**src/rtl/psw_pkg.sv**
```systemverilog
package psw_pkg;

  // Modulus select codes as seen by the prescaler
  typedef enum logic [1:0] {
    MOD_8_9   = 2'd0,
    MOD_16_17 = 2'd1,
    MOD_32_33 = 2'd2
  } modSel_e;

  // Strobes from the control to the datapath
  typedef struct packed {
    logic load;
    logic decA;
    logic decB;
  } ctlStrobe_t;

  // Fold the reserved code onto the largest modulus
  function automatic logic [1:0] normSel(input logic [1:0] sel);
    return (sel == 2'd3) ? MOD_32_33 : sel;
  endfunction

endpackage

```
**src/rtl/psw_cfg.sv**
```systemverilog
// Configuration sanitiser: clamps B, corrects A, computes ratio check.
module psw_cfg #(
  parameter int A_W   = 5,
  parameter int B_W   = 13,
  parameter int B_MIN = 3
) (
  input  logic [1:0]     selIn,
  input  logic [A_W-1:0] aIn,
  input  logic [B_W-1:0] bIn,
  output logic [1:0]     selEff,
  output logic [A_W-1:0] aEff,
  output logic [B_W-1:0] bEff,
  output logic           illegal,
  output logic           low
);
  import psw_pkg::*;

  localparam int N_W = B_W + A_W + 2;

  logic           bSmall;
  logic           aOver;
  logic [N_W-1:0] pVal;
  logic [N_W-1:0] nVal;
  logic [N_W-1:0] minN;

  always_comb begin
    bSmall  = (bIn < B_W'(B_MIN));
    bEff    = bSmall ? B_W'(B_MIN) : bIn;
    aOver   = (B_W'(aIn) >= bEff);
    aEff    = aOver ? A_W'(bEff - 1'b1) : aIn;
    illegal = bSmall | aOver;
    selEff  = normSel(selIn);
    pVal    = N_W'(8) << selEff;
    nVal    = (N_W'(bEff) << (3 + selEff)) + N_W'(aEff);
    minN    = (pVal * pVal) - pVal;
    low     = (nVal < minN);
  end

endmodule

```
**src/rtl/psw_ctrl.sv**
```systemverilog
// Control: decides reload and countdown strobes each prescaler cycle.
module psw_ctrl (
  input  logic                 clk,
  input  logic                 rstN,
  input  logic                 aZero,
  input  logic                 bZero,
  output psw_pkg::ctlStrobe_t  strobe,
  output logic                 fbPulse
);
  logic started;

  always_ff @(posedge clk or negedge rstN) begin
    if (!rstN) started <= 1'b0;
    else       started <= 1'b1;
  end

  always_comb begin
    strobe.load = !started || bZero;
    strobe.decB = started && !bZero;
    strobe.decA = started && !bZero && !aZero;
    fbPulse     = started && bZero;
  end

endmodule

```
**src/rtl/psw_datapath.sv**
```systemverilog
// Datapath: swallow and main down-counters plus frame shadow registers.
module psw_datapath #(
  parameter int A_W = 5,
  parameter int B_W = 13
) (
  input  logic                clk,
  input  logic                rstN,
  input  psw_pkg::ctlStrobe_t strobe,
  input  logic [1:0]          selEff,
  input  logic [A_W-1:0]      aEff,
  input  logic [B_W-1:0]      bEff,
  input  logic                illegal,
  input  logic                low,
  output logic                aZero,
  output logic                bZero,
  output logic                modCtrl,
  output logic [1:0]          modSel,
  output logic                cfgIllegal,
  output logic                ratioLow
);
  logic [A_W-1:0] aCnt;
  logic [B_W-1:0] bCnt;

  always_ff @(posedge clk or negedge rstN) begin
    if (!rstN) begin
      aCnt <= '0;
      bCnt <= '0;
    end else if (strobe.load) begin
      aCnt <= aEff;
      bCnt <= bEff - 1'b1;
    end else begin
      if (strobe.decA) aCnt <= aCnt - 1'b1;
      if (strobe.decB) bCnt <= bCnt - 1'b1;
    end
  end

  always_ff @(posedge clk or negedge rstN) begin
    if (!rstN) begin
      modSel     <= 2'd0;
      cfgIllegal <= 1'b0;
      ratioLow   <= 1'b0;
    end else if (strobe.load) begin
      modSel     <= selEff;
      cfgIllegal <= illegal;
      ratioLow   <= low;
    end
  end

  assign aZero   = (aCnt == '0);
  assign bZero   = (bCnt == '0);
  assign modCtrl = !aZero;

endmodule

```
**src/rtl/pulse_swallow_div.sv**
```systemverilog
module pulse_swallow_div #(
  parameter int A_W   = 5,
  parameter int B_W   = 13,
  parameter int B_MIN = 3
) (
  input  logic           clk,
  input  logic           rstN,
  input  logic [1:0]     presSel,
  input  logic [A_W-1:0] swallowIn,
  input  logic [B_W-1:0] mainIn,
  output logic           modCtrl,
  output logic           fbPulse,
  output logic [1:0]     modSel,
  output logic           cfgIllegal,
  output logic           ratioLow
);
  import psw_pkg::*;

  ctlStrobe_t     strobe;
  logic [1:0]     selEff;
  logic [A_W-1:0] aEff;
  logic [B_W-1:0] bEff;
  logic           illegal;
  logic           low;
  logic           aZero;
  logic           bZero;

  psw_cfg #(.A_W(A_W), .B_W(B_W), .B_MIN(B_MIN)) u_cfg (
    .selIn(presSel), .aIn(swallowIn), .bIn(mainIn),
    .selEff(selEff), .aEff(aEff), .bEff(bEff),
    .illegal(illegal), .low(low)
  );

  psw_ctrl u_ctrl (
    .clk(clk), .rstN(rstN), .aZero(aZero), .bZero(bZero),
    .strobe(strobe), .fbPulse(fbPulse)
  );

  psw_datapath #(.A_W(A_W), .B_W(B_W)) u_dp (
    .clk(clk), .rstN(rstN), .strobe(strobe),
    .selEff(selEff), .aEff(aEff), .bEff(bEff),
    .illegal(illegal), .low(low),
    .aZero(aZero), .bZero(bZero), .modCtrl(modCtrl),
    .modSel(modSel), .cfgIllegal(cfgIllegal), .ratioLow(ratioLow)
  );

endmodule

```
**config.mk**
```make
export PLATFORM = sky130hd
export DESIGN_NAME = pulse_swallow_div
export DESIGN_NICKNAME = d
export VERILOG_FILES = /design/src/rtl/psw_pkg.sv /design/src/rtl/psw_cfg.sv /design/src/rtl/psw_ctrl.sv /design/src/rtl/psw_datapath.sv /design/src/rtl/pulse_swallow_div.sv
export SDC_FILE = /design/constraint.sdc
export NUM_CORES = 1
export LEC_CHECK = 0
export BUFFER_PORTS_ARGS = -buffer_cell sky130_fd_sc_hd__buf_2
export CAP_MARGIN = 25
export CORE_AREA = 8 8 86 88
export DETAILED_ROUTE_END_ITERATION = 6
export DIE_AREA = 0 0 94 96
export PLACE_DENSITY = 0.68
export SETUP_SLACK_MARGIN = 0.3
export SLEW_MARGIN = 10
export SYNTH_ARGS = -nofsm -noshare
export SYNTH_HDL_FRONTEND = slang
export SYNTH_HIERARCHICAL = 1
export SYNTH_SLANG_ARGS = --single-unit
```
**constraint.sdc**
```tcl
create_clock -name clk -period 10.35 [get_ports clk]
set_input_delay 2.5875 -clock clk [delete_from_list [all_inputs] [get_ports clk]]
set_output_delay 2.5875 -clock clk [all_outputs]
set_load 0.01 [all_outputs]
```
After elaboration in Yosys (flattened, before gate mapping) --
Cells that the tools add are included.
Cells by class: add/sub/neg operators 6, $mul 1, order comparisons 3, eq/ne operators 1, shift-type cells 2, multiplexer cells 7, bitwise operators 1, reductions and logical operators 11
Operators by type and width (number):
- $mux W13 | 3
- $shl A13 B32 Y20 | 1
- $sub A13 B1 Y13 const B | 2
- $add A20 B5 Y20 | 1
- $lt A20 B20 Y1 | 1
- $mul A20 B20 Y20 | 1
- $shl A4 B2 Y20 const A | 1
- $sub A20 B20 Y20 | 1
- $mux W5 | 3
- $ge A5 B13 Y1 | 1
- $logic_not A13 Y1 | 1
- $lt A13 B2 Y1 const B | 1
- $logic_not A5 Y1 | 1
- $sub A5 B1 Y5 const B | 1
- $reduce_bool A2 Y1 | 2
- $add A2 B2 Y3 const A | 1
- $logic_and A1 B1 Y1 | 3
- $logic_not A1 Y1 | 3
- $eq A2 B2 Y1 const B | 1
- $mux W2 | 1
- $logic_or A1 B1 Y1 | 1
- $or A1 B1 Y1 | 1
Storage, ports and cells: bits in registers 23, output and inout bits 6, logic and storage cells 38

Depth between registers and ports, before layout --
Gate-level depths: netlist (run 1).
depth after elaboration 6, gate-level depth with buffers 29, mapped depth without buffers 28

Modules after synthesis --
The synthesis (run 1) kept the hierarchy.
Modules (own cells, without submodules):
- psw_datapath | instances 1, cells an instance 149, area each 1497.7 µm², seq. area each 550.5 µm²
- psw_cfg | instances 1, cells an instance 206, area each 1405.1 µm², seq. area each 0.0 µm²
- psw_ctrl | instances 1, cells an instance 6, area each 60.1 µm², seq. area each 25.0 µm²

Worst setup path after synthesis (run 1) --
Ideal clock, no wire load.
kind input port to flip-flop, from input port mainIn[5], to register u_dp.ratioLow, setup time 0.065 ns, data arrival time 7.083 ns, required time 10.285 ns, slack 3.202 ns, stages 22, path buffers 1, cells stage by stage clkbuf_1 > nor4_1 > nand4_1 > nand2b_1 > ha_1 > o211ai_1 > a31oi_1 > o21ai_2 > a2111oi_4 > or2_1 > ha_1 > a21o_1 > a31oi_4 > or4_1 > xor2_1 > ha_1 > a2111oi_0 > nand3_1 > a21oi_1 > o31ai_1 > o32ai_1 > mux2_2
Between the ends: word-level cells in the longest chain between the ends 6, elaborated cells between the ends (all ways) 8, those cells by class add/sub: 2; order compare: 3; shift: 1; mux: 2
Ends and longest elaborated chain:
- from (decl) | line pulse_swallow_div.sv:10 | input logic [B_W-1:0] mainIn,
- $lt A13 B2 Y1 (*) | line psw_cfg.sv:27 | bSmall = (bIn < B_W'(B_MIN));
- $mux W13 (*) | line psw_cfg.sv:28 | bEff = bSmall ? B_W'(B_MIN) : bIn;
- via bEff[0] | line pulse_swallow_div.sv:22 | logic [B_W-1:0] bEff;
- $sub A13 B1 Y13 / $ge A5 B13 Y1 (equally long branches)
- $mux W5 | line psw_cfg.sv:30 | aEff = aOver ? A_W'(bEff - 1'b1) : aIn;
- $add A20 B5 Y20 (*) | line psw_cfg.sv:34 | nVal = (N_W'(bEff) << (3 + selEff)) + N_W'(aEff);
- $lt A20 B20 Y1 (*) | line psw_cfg.sv:36 | low = (nVal < minN);
- via low | line pulse_swallow_div.sv:24 | logic low;
- to (signal assigned) | line psw_datapath.sv:45 | ratioLow <= low;
- to (decl) | line psw_datapath.sv:19 | output logic ratioLow
The timed path passes the listed nets; every way through them passes the cells marked *. A chain may end at the register's enable or synchronous reset.

Worst setup path after layout (run 1) --
from input port mainIn[3], to register u_dp.ratioLow
The elaborated chain is that of the path after synthesis.

==> results of run 1 <==
sequential cells by signal (all words and copies together) (netlist names):
register,flops
u_dp/ratioLow,1
u_ctrl/started,1
u_dp/bCnt,13
u_dp/cfgIllegal,1
u_dp/modSel,2
u_dp/aCnt,5
power by group:
part | leakage [nW] | internal [W] | switching, W
logic | 1.00 | 0.0000526 | 0.0000674
registers | 0.271 | 0.000102 | 0.0000152
clock network | 0.0228 | 0.0000275 | 0.0000293
total | 1.29 | 0.000182 | 0.000112
area by class of cell:
class / count / share of cell area [%]
well taps: 77 / 3.07
multi-input cells: 304 / 71.2
flip-flops and latches: 23 / 18.3
repair buffers: 28 / 4.54
clock buffers: 4 / 1.43
inverters: 12 / 1.43
through the flow:
step / std cells / power (W) / utilization (%) / area, sq um
after floorplan: 368 / 0.000210 / - / 2990
after global placement: 444 / 0.000235 / 50.8 / 3100
after detailed placement: 444 / 0.000237 / 50.8 / 3100
after CTS: 448 / 0.000297 / 51.5 / 3140
after global routing: 448 / 0.000315 / 51.5 / 3140
final: 448 / 0.000294 / 51.5 / 3140
final timing paths:
| kind | slack, ns | depth (start not counted) | end | from |
|---|---|---|---|---|
| min | 0.52 | 1 | u_dp/cfgIllegal | u_dp/cfgIllegal |
| min in group asynchronous | 2.30 | 1 | u_dp/modSel[1] | rstN |
| max | 2.75 | 22 | u_dp/ratioLow | mainIn[3] |
| max in group asynchronous | 7.67 | 1 | u_dp/cfgIllegal | rstN |
| min reg2reg | 0.52 | 1 | u_dp/cfgIllegal | u_dp/cfgIllegal |
| max reg2reg | 6.46 | 11 | u_dp/bCnt[12] | u_dp/bCnt[8] |
synthesized netlist by cell type (all sizes together), types with 3 or more instances:
cell type	n	area share (%)
xor2	11	3.3
a21o	3	0.76
buf	6	1.6
inv	12	1.5
o21a	4	1.0
nand3	10	1.7
a211oi	3	0.93
nor3	10	1.7
mux2i	21	7.5
o21ai	22	4.0
nor4	9	2.9
or2	6	1.3
ha	21	8.9
xnor2	22	6.5
nor2b	8	1.7
nor3b	3	0.93
nand2b	6	1.3
dfrtp	23	19
nor2	37	4.7
and2	4	0.84
mux2	12	4.6
clkbuf	23	2.9
a31oi	7	2.2
nand2	21	2.7
or3	3	0.80
a21oi	19	3.2
nor4b	5	2.7
conb	3	0.38
nand4	4	0.84
cells by family after synthesis:
group / Yosys count / synth area share, %
compound gates: 77 / 18.3
xor+xnor: 33 / 9.75
fa+ha+maj: 21 / 8.87
buf+inv: 41 / 6.08
flops: 23 / 19.4
mux: 33 / 12.1
other cells: 3 / 0.380
simple gates: 130 / 25.1
metal layers:
layer / global-route usage, % / vias to the layer above / wire length (um)
li1: - / 1302 / -
met1: 20.2 / 1184 / 3310
met2: 25.8 / 26 / 3310
met3: 1.48 / 2 / 153
met4: 3.04 / 0 / 35
met5: 0 / - / 0
==> out/summary.txt, run 1 <==
CP startpoint kind: primary input
largest net degree at the start of global routing: 34
Crit path largest cell delay: 0.54 ns
HPWL after DPL: 5340 um
core area: 6100 sq um
GRT Total Usage: 15.1%
Clock Skew: 0.00626 ns
hold-fix buffers at CTS: 0
cell family with most CP delay: simple AND/OR/NAND/NOR gates
final period utilization: 73.4%
most frequent cells in the layout: nor2_1, buf_2, dfrtp_1
crit path DAT: 7.81 ns
crit-path cells: buf_2 -> nor3_1 -> nand4_1 -> nand2b_1 -> ha_1 -> o211ai_1 -> a31oi_1 -> o21ai_2 -> a2111oi_4 -> or2_1 -> ha_1 -> a21o_1 -> a31oi_4 -> or4_1 -> xor2_1 -> ha_1 -> a2111oi_0 -> nand3_1 -> a21oi_1 -> o31ai_1 -> o32ai_1 -> mux2_2
1st-iter DRT viols: 133
1st-pass router iterations: 5
routed len/inst: 15.2 um
critical path class: primary input to flop
post-synthesis sequential area ratio: 19.4%
CTS Buf Count: 3
RSZ-0062 raised after global routing: false
clk root buf: clkbuf_8
Min Hold Slack: 0.518 ns
FMAX: 0.132 GHz
drc violations: 0
worst slew slack as a fraction of its limit: 60.9%
area of the multi-input gates: 2240 sq um
Pleak: 1.29 nW
global-route wire length before repair: 11,300 um
Final min period: 7.60 ns
# rows: 29
hold violation count in the final report: 0
GR Overflow Total: 0
most used cell along the critical path: ha_1
Worst-Margin Slew: 0.582 ns
clock buffer depth: 2
Avg Cell Area, Syn: 8.21 sq um
Max stage delay cell, worst path: or4_1
DR vias/cell: 5.61
Synth Flop Type: dfrtp_1
share of layout cells above drive strength 1: 17.0%
Synth Instances: 361
Final setup viols: 0
EDFF count, synth: 0
die width: 94 um
type of the worst min-delay path: flop to flop
Cell Pwr Density: 93.7 nW/um^2
H-tree depth: 1
# diodes: 0
Final Net Count: 415
fraction of registers with async set/reset: 100%
die height: 96 um
I/O pin count: 28
Distinct cells, synth: 59
Layout area overhead: 6.00%
vias in the first global route: 2,344
FF+latch count, synth: 23
VDD IR-drop max: 0.0000855 V
Ys Warns: 6
pre-CTS setup slack: 2.58 ns
CP required: 10.56 ns
setup TNS: 0 ns
initial antenna violation count: 0
final WL: 6820 um
cell area after synthesis: 2960 sq um
Final WS setup: 2.75 ns
DR vias: 2,514
clock transition at the registers of the reported paths: 0.09 ns
CTS tree: done
CTS resizes: 0
critical-path maximum fanout: 13
max-slew violations: 0
Max Cap Violations: 0
commonest non-fill, non-tap cell in the layout: nor2_1
Critical Path Sink Type: flop
Register Area: 576 sq um
status: completed
fillers: 587
Placer Congestion: 0.849
Die ar.: 9020 sq um
IO buf count: 27
Sink Count: 23
Initial Util: 48.6%
Clk Latency, worst-skew pair: 0.26 ns
post-CTS setup buffers: 0
Bufs and invs on worst path: 1
ANT nets after route: 0
Note: power is estimated with default switching activity, not from simulation.
==> inputs of run 2 (changes only) <==
--- a/config.mk
+++ b/config.mk
@@ -10,7 +10,7 @@
 export CORE_AREA = 8 8 86 88
 export DETAILED_ROUTE_END_ITERATION = 6
 export DIE_AREA = 0 0 94 96
-export PLACE_DENSITY = 0.68
+export PLACE_DENSITY = 0.71
 export SETUP_SLACK_MARGIN = 0.3
 export SLEW_MARGIN = 10
 export SYNTH_ARGS = -nofsm -noshare
==> constraint.sdc (replaced) <==
create_clock -name clk -period 6.4 [get_ports clk]
set_input_delay 1.6 -clock clk [delete_from_list [all_inputs] [get_ports clk]]
set_output_delay 1.6 -clock clk [all_outputs]
set_load 0.01 [all_outputs]
==> run 2 against run 1 <==
  * Wire length rose by 13%
  * Via count rose by 6.9%
  * Setup slack got worse by 2.3 ns
  * Register-to-register slack got worse by 3.7 ns
  * First-iteration DRC count fell by 16%
  * Final cell count rose by 4.2%
  * Core utilization rose by 4.7 points
  * Non-clock buffer count rose by 19
  * Clock power rose by 59%
  * Cell area rose by 9.2%
  * Total power rose by 71%
  * Critical endpoint unchanged
==> out/summary.txt, run 2 (same netlist as run 1, synthesis figures left out) <==
switching power total: 0.000191 W (+71%)
clk root buf: clkbuf_8
# diodes: 0 (unchanged)
Bufs and invs on worst path: 3 (+2)
Clock Skew: 0.00438 ns (-0.00188 ns)
hold-fix buffers at CTS: 0 (unchanged)
cell family with most CP delay: compound AO/OA/AOI/OAI gates
type of the worst min-delay path: flop to flop
1st-pass router iterations: 4 (-1)
Layout area overhead: 15.7%
ANT nets after route: 0 (unchanged)
die height: 96 um (unchanged)
global-route wire length before repair: 12,200 um (+7.9%)
final WL: 7670 um (+13%)
Initial Util: 48.6% (unchanged)
Min Hold Slack: 0.510 ns (-0.00821 ns)
most frequent cells in the layout: nor2_1, buf_2, dfrtp_1
Die ar.: 9020 sq um (unchanged)
vias in the first global route: 2,600 (+11%)
Final Net Count: 434 (+4.6%)
Pleak: 1.41 nW (+9.3%)
Sw Ratio: 38.0% (-0.047 points)
H-tree depth: 1 (unchanged)
Inst Count DP: 450 (+1.4%)
Cell Pwr Density: 147 nW/um^2 (+57%)
CP required: 6.61 ns (-3.95 ns)
Core Util, Final: 56.2% (+4.7 points)
worst slew slack as a fraction of its limit: 56.4% (-4.5 points)
Final setup viols: 0 (unchanged)
drc violations: 0 (unchanged)
cell internal pwr: 0.000313 W (+71%)
Placer Congestion: 0.975 (+15%)
DR vias/cell: 5.75 (+2.5%)
max-slew violations: 0 (unchanged)
die width: 94 um (unchanged)
commonest non-fill, non-tap cell in the layout: nor2_1
Clk Latency, worst-skew pair: 0.26 ns (about the same)
RSZ-0062 raised after global routing: false
Crit path largest cell delay: 0.43 ns (-0.11 ns)
status: completed
1st-iter DRT viols: 112 (-16%)
clock share of power: 17.9% (-1.4 points)
initial antenna violation count: 0 (unchanged)
Final min period: 5.99 ns
clock buffer depth: 2 (unchanged)
Sink Count: 23 (unchanged)
CTS Buf Count: 3 (unchanged)
largest net degree at the start of global routing: 46 (+35%)
Max stage delay cell, worst path: a2111oi_4
critical path class: primary input to flop
clock transition at the registers of the reported paths: 0.08 ns (about the same)
GR Overflow Total: 0 (unchanged)
routed len/inst: 16.4 um (+8.0%)
VDD IR-drop max: 0.0000861 V (+0.77%)
# rows: 29 (unchanged)
hold violation count in the final report: 0 (unchanged)
Comb power frac: 44.4% (+3.6 points)
Largest Register: u_dp/bCnt
IO buf count: 27 (unchanged)
core area: 6100 sq um (unchanged)
Max Cap Violations: 0 (unchanged)
critical-path maximum fanout: 7 (-6)
DR vias: 2,687 (+6.9%)
Worst-Margin Slew: 0.651 ns (+0.0686 ns)
final period utilization: 93.6%
share of layout cells above drive strength 1: 23.6% (+6.6 points)
FMAX: 0.167 GHz
max FFs per register: 13 (unchanged)
CTS tree: done
CP startpoint kind: primary input
crit path DAT: 6.20 ns (-1.61 ns)
Layout Cells excl Fill: 467 (+4.2%)
registers with the most flip-flops: u_dp/bCnt x13, u_dp/aCnt x5, u_dp/modSel x2
Flop pwr share: 37.8% (-2.1 points)
HPWL after DPL: 5620 um (+5.3%)
I/O pin count: 28 (unchanged)
Tot Pwr: 0.000504 W (+71%)
Critical Path Sink Type: flop
GRT Total Usage: 16.4% (+1.3 points)
run 2: changes by cell type in the layout (fill, tap and decap cells not counted), sizes merged:
cell | before | now
buf | 28 | 47
run 2: stage by stage:
| step | worst slack, ns | instance area (sq um) | setup TNS, ns |
|---|---|---|---|
| 2_1_floorplan | 0.321 | 3000 | 0 |
| 3_3_place_gp | 0.302 | 3150 | 0 |
| 3_5_place_dp | -0.0346 | 3150 | -0.0346 |
| 4_1_cts | 0.319 | 3200 | 0 |
| 5_1_grt | 0.166 | 3430 | 0 |
| 6_report | 0.409 | 3430 | 0 |
run 2: per-layer routing:
metal / global-route usage (%) / part of all wire [%]
met5: 0 / 0
met4: 4.36 / 0.47
met3: 1.40 / 2.1
met2: 29.9 / 52
met1: 20.2 / 46
run 2: area by class of cell:
type | count | area, sq um
clock buffer | 4 | 45.0
fill | 552 | 2670
inverter | 12 | 45.0
multi-input combinational | 304 | 2340
sequential | 23 | 576
tap | 77 | 96.3
timing repair buffer | 47 | 329
run 2: repair_timing:
action / CTS / global route
gates resized for setup: 1 / 30
setup endpoints to repair: 1 / 1
buffers inserted: 0 / 12
pin swaps: 0 / 21
run 2: path summary, 6_finish.rpt:
kind	startpoint	endpoint	slack, ns	depth (start not counted)
setup / recovery	mainIn[6]	u_dp/ratioLow	0.41	26
hold / removal	u_dp/cfgIllegal	u_dp/cfgIllegal	0.51	1
hold reg to reg	u_dp/cfgIllegal	u_dp/cfgIllegal	0.51	1
min in group asynchronous	rstN	u_dp/bCnt[12]	1.31	1
max in group asynchronous	rstN	u_dp/bCnt[6]	4.74	1
setup reg to reg	u_dp/bCnt[8]	u_dp/bCnt[12]	2.76	11
run 2: worst register-to-register path: stages, from the launching register on:
cell      delay, ns
dfrtp_1        0.44
or4_1          0.58
nor3_1         0.43
nand2b_2       0.38
buf_12         0.26
mux2i_1        0.27
ha_1           0.30
nand2_1        0.12
o21bai_1       0.22
a211oi_1       0.29
xnor2_1        0.16
mux2i_1        0.09
run 2: power groups by stage:
stage	logic [W]	registers (W)	clock network (W)
floorplan	0.000151	0.000189	0
global placement	0.000192	0.000192	0
detailed placement	0.000197	0.000192	0
CTS	0.000198	0.000190	0.0000934
global route	0.000246	0.000193	0.0000990
finish	0.000224	0.000190	0.0000900
==> inputs of run 3 (changes only) <==
--- a/config.mk
+++ b/config.mk
@@ -7,13 +7,12 @@
 export LEC_CHECK = 0
 export BUFFER_PORTS_ARGS = -buffer_cell sky130_fd_sc_hd__buf_2
 export CAP_MARGIN = 25
-export CORE_AREA = 8 8 86 88
+export CORE_AREA = 8 8 81 83
 export DETAILED_ROUTE_END_ITERATION = 6
-export DIE_AREA = 0 0 94 96
-export PLACE_DENSITY = 0.71
+export DIE_AREA = 0 0 89 91
+export PLACE_DENSITY = 0.7
 export SETUP_SLACK_MARGIN = 0.3
 export SLEW_MARGIN = 10
 export SYNTH_ARGS = -nofsm -noshare
 export SYNTH_HDL_FRONTEND = slang
-export SYNTH_HIERARCHICAL = 1
 export SYNTH_SLANG_ARGS = --single-unit
==> run 3 against run 2 <==
  * Wire length down 23%
  * Area after synthesis down 14%
  * Clock skew about the same
  * Core utilization down 2.4 points
  * Critical path type unchanged
  * Critical endpoint is now u_dp.ratioLow
  * Largest cell class unchanged
  * Highest routed layer unchanged
==> out/summary.txt, run 3 <==
DR vias/cell: 5.51 (-4.3%)
setup TNS: 0 ns (unchanged)
most frequent cells in the layout: nand2_1, buf_2, dfrtp_1
Cells on Worst Hold Path: 2 (+1)
IO buf count: 27 (unchanged)
clk root buf: clkbuf_8
r2r startpoint: u_dp.bCnt[0]
Avg Cell Area, Syn: 8.59 sq um (+4.7%)
Synth top area share: 22.7% (+3.3 points)
placed instance area: 2720 sq um (-13%)
final period utilization: 90.3% (-3.3 points)
Setup crit start: mainIn[8]
post-synth top area cell: dfrtp_1
Cell Pwr Density: 152 nW/um^2 (+3.3%)
CP required: 6.56 ns (-0.05 ns)
core area: 5340 sq um (-12%)
Distinct cells, synth: 58 (-1.7%)
max-slew violations: 0 (unchanged)
Die ar.: 8100 sq um (-10%)
HPWL after DPL: 4540 um (-19%)
clock transition at the registers of the reported paths: 0.09 ns (about the same)
Ys Warns: 0 (-6)
# rows: 27 (-6.9%)
pre-CTS setup slack: 0.0791 ns (+0.114 ns)
vias in the first global route: 2,258 (-13%)
reg2reg path depth: 8 (-3)
top-count cell post-synth: nand2_1
synth top area cells: dfrtp_1, ha_1, xnor2_1, mux2i_1, nand2_1
worst r2r dst: u_dp.ratioLow
drc violations: 0 (unchanged)
post-synthesis sequential area ratio: 22.7% (+3.3 points)
Synth Instances: 295 (-18%)
CTS Buf Count: 3 (unchanged)
die width: 89 um (-5.3%)
GR Overflow Total: 0 (unchanged)
Worst-Margin Slew: 0.949 ns (+0.299 ns)
Finished Cell Area: 2870 sq um (-16%)
registers with the most flip-flops: u_dp.bCnt x13, u_dp.aCnt x5, u_dp.modSel x2
list of most frequent post-synthesis cells: nand2_1, dfrtp_1, ha_1, nor2_1, xnor2_1
initial antenna violation count: 0 (unchanged)
Hold Crit Endpoint: u_dp.cfgIllegal
hold-fix buffers at CTS: 0 (unchanged)
Hold Startpoint: u_dp.cfgIllegal
fraction of registers with async set/reset: 100% (unchanged)
Final Net Count: 376 (-13%)
Largest Register: u_dp.bCnt
FF-to-FF setup slack: 3.83 ns (+1.07 ns)
CP startpoint kind: primary input
Flop pwr share: 41.1% (+3.3 points)
# diodes: 0 (unchanged)
VDD IR-drop max: 0.0000879 V (+2.1%)
ANT nets after route: 0 (unchanged)
Clock Skew: 0.00467 ns (+0.000293 ns)
Final min period: 5.78 ns (-0.212 ns)
critical-path maximum fanout: 7 (unchanged)
share of layout cells above drive strength 1: 21.1% (-2.4 points)
GRT Total Usage: 15.1% (-1.3 points)
I/O pin count: 28 (unchanged)
FMAX: 0.173 GHz (+3.7%)
commonest non-fill, non-tap cell in the layout: nand2_1
clock buffer depth: 2 (unchanged)
cell internal pwr: 0.000282 W (-9.9%)
Comb power frac: 37.4% (-7.0 points)
Clk Latency, worst-skew pair: 0.27 ns (about the same)
switching power total: 0.000155 W (-19%)
fillers: 527 (-4.5%)
Sw Ratio: 35.5% (-2.5 points)
max FFs per register: 13 (unchanged)
Pleak: 1.30 nW (-8.2%)
FF+latch count, synth: 23 (unchanged)
CTS tree: done
status: completed
worst slew slack as a fraction of its limit: 36.7% (-20 points)
Max Cap Violations: 0 (unchanged)
Initial Util: 47.5% (-1.1 points)
DR vias: 2,219 (-17%)
1st-iter DRT viols: 118 (+5.4%)
global-route wire length before repair: 10,200 um (-17%)
type of the worst min-delay path: flop to flop
Layout area overhead: 13.3%
Final WS setup: 0.621 ns (+0.212 ns)
Critical Path Sink Type: flop
largest net degree at the start of global routing: 31 (-33%)
H-tree depth: 1 (unchanged)
critical path class: primary input to flop
die height: 91 um (-5.2%)
Synth Flop Type: dfrtp_1
RSZ-0062 raised after global routing: false
clock share of power: 21.6% (+3.7 points)
EDFF count, synth: 0 (unchanged)
routed len/inst: 14.6 um (-11%)
Placer Congestion: 0.875 (-10%)
cell area after synthesis: 2530 sq um (-14%)
final WL: 5880 um (-23%)
1st-pass router iterations: 4 (unchanged)
Sink Count: 23 (unchanged)
hold violation count in the final report: 0 (unchanged)
crit path DAT: 5.94 ns (-0.26 ns)
Final setup viols: 0 (unchanged)
[run 3: cell types whose count changed after synthesis, moves of 6 or more]
cell / before / now
clkbuf_1: 23 / 5
mux2i_1: 20 / 13
nor2_1: 37 / 22
nand2_1: 21 / 31
and3_1: 0 / 6
[run 3: power by group through the flow]
| stage | Combinational [W] | Sequential (W) | Clock, W |
|---|---|---|---|
| after CTS | 0.000157 | 0.000179 | 0.0000969 |
| after detailed placement | 0.000156 | 0.000182 | 0 |
| after floorplan | 0.000117 | 0.000179 | 0 |
| final | 0.000163 | 0.000179 | 0.0000942 |
| after global placement | 0.000152 | 0.000181 | 0 |
| after global routing | 0.000184 | 0.000182 | 0.000101 |
[run 3: worst max-delay path by stage]
stage,cells after the start,slack [ns],end
6_report,23,0.62,u_dp.ratioLow
3_5_place_dp,24,0.08,u_dp.ratioLow
3_3_place_gp,22,0.26,u_dp.ratioLow
4_1_cts,22,0.35,u_dp.ratioLow
5_1_grt,24,0.33,u_dp.ratioLow
2_1_floorplan,25,0.56,u_dp.ratioLow
[run 3: metal layers]
layer,global-route usage [%],vias up,wire [um]
li1,-,1127,-
met1,19.2,1053,2810
met2,26.0,35,2840
met3,0.901,4,154
met4,4.72,0,73
met5,0,-,0
[run 3: kinds of logic (layout without fill, tap and decap cells)]
| logic type | Yosys count | count (layout) | synth area share [%] |
|---|---|---|---|
| fa+ha+maj | 22 | 22 | 10.9 |
| compound gates | 65 | 65 | 18.4 |
| other cells | 2 | 10 | 0.296 |
| simple gates | 107 | 107 | 23.7 |
| buf+inv | 26 | 54 | 5.18 |
| xor+xnor | 28 | 28 | 9.67 |
| flops | 23 | 23 | 22.7 |
| mux | 22 | 22 | 9.13 |
[run 3: final cells by class]
cell class	instances	area, sq um	area share, %
timing repair buffer	39	225	7.84
multi-input combinational	254	1900	66.0
clock buffer	4	45.0	1.57
sequential	23	576	20.0
tap	72	90.1	3.14
inverter	11	41.3	1.44
[run 3: what timing repair did]
action | CTS | global route
setup endpoints to repair | 0 | 1
resized for setup | 0 | 10
hold endpoints to repair | 0 | 0
setup buffers | 0 | 9
[run 3: metrics by stage]
step,std cells,total power [W],util [%],hold slack (ns)
after floorplan,303,0.000297,-,0.476
after global placement,390,0.000333,51.0,0.449
after detailed placement,390,0.000338,51.0,0.454
after CTS,394,0.000433,51.9,0.474
after global routing,403,0.000467,53.8,0.513
final,403,0.000436,53.8,0.465
[run 3: worst max-delay path: stages]
cell	delay (ns)
buf_2	0.15
nor4_4	0.37
and4_4	0.27
nor2_2	0.06
inv_1	0.06
ha_1	0.11
nand2b_1	0.11
o2111a_1	0.20
o21ai_2	0.08
a21oi_4	0.23
mux2_2	0.39
ha_1	0.30
o21a_1	0.15
a21oi_2	0.10
a211oi_4	0.35
buf_4	0.19
nand3_1	0.08
xnor2_1	0.18
mux2i_1	0.09
ha_1	0.31
nand4_1	0.11
nor3_1	0.33
o31ai_2	0.10
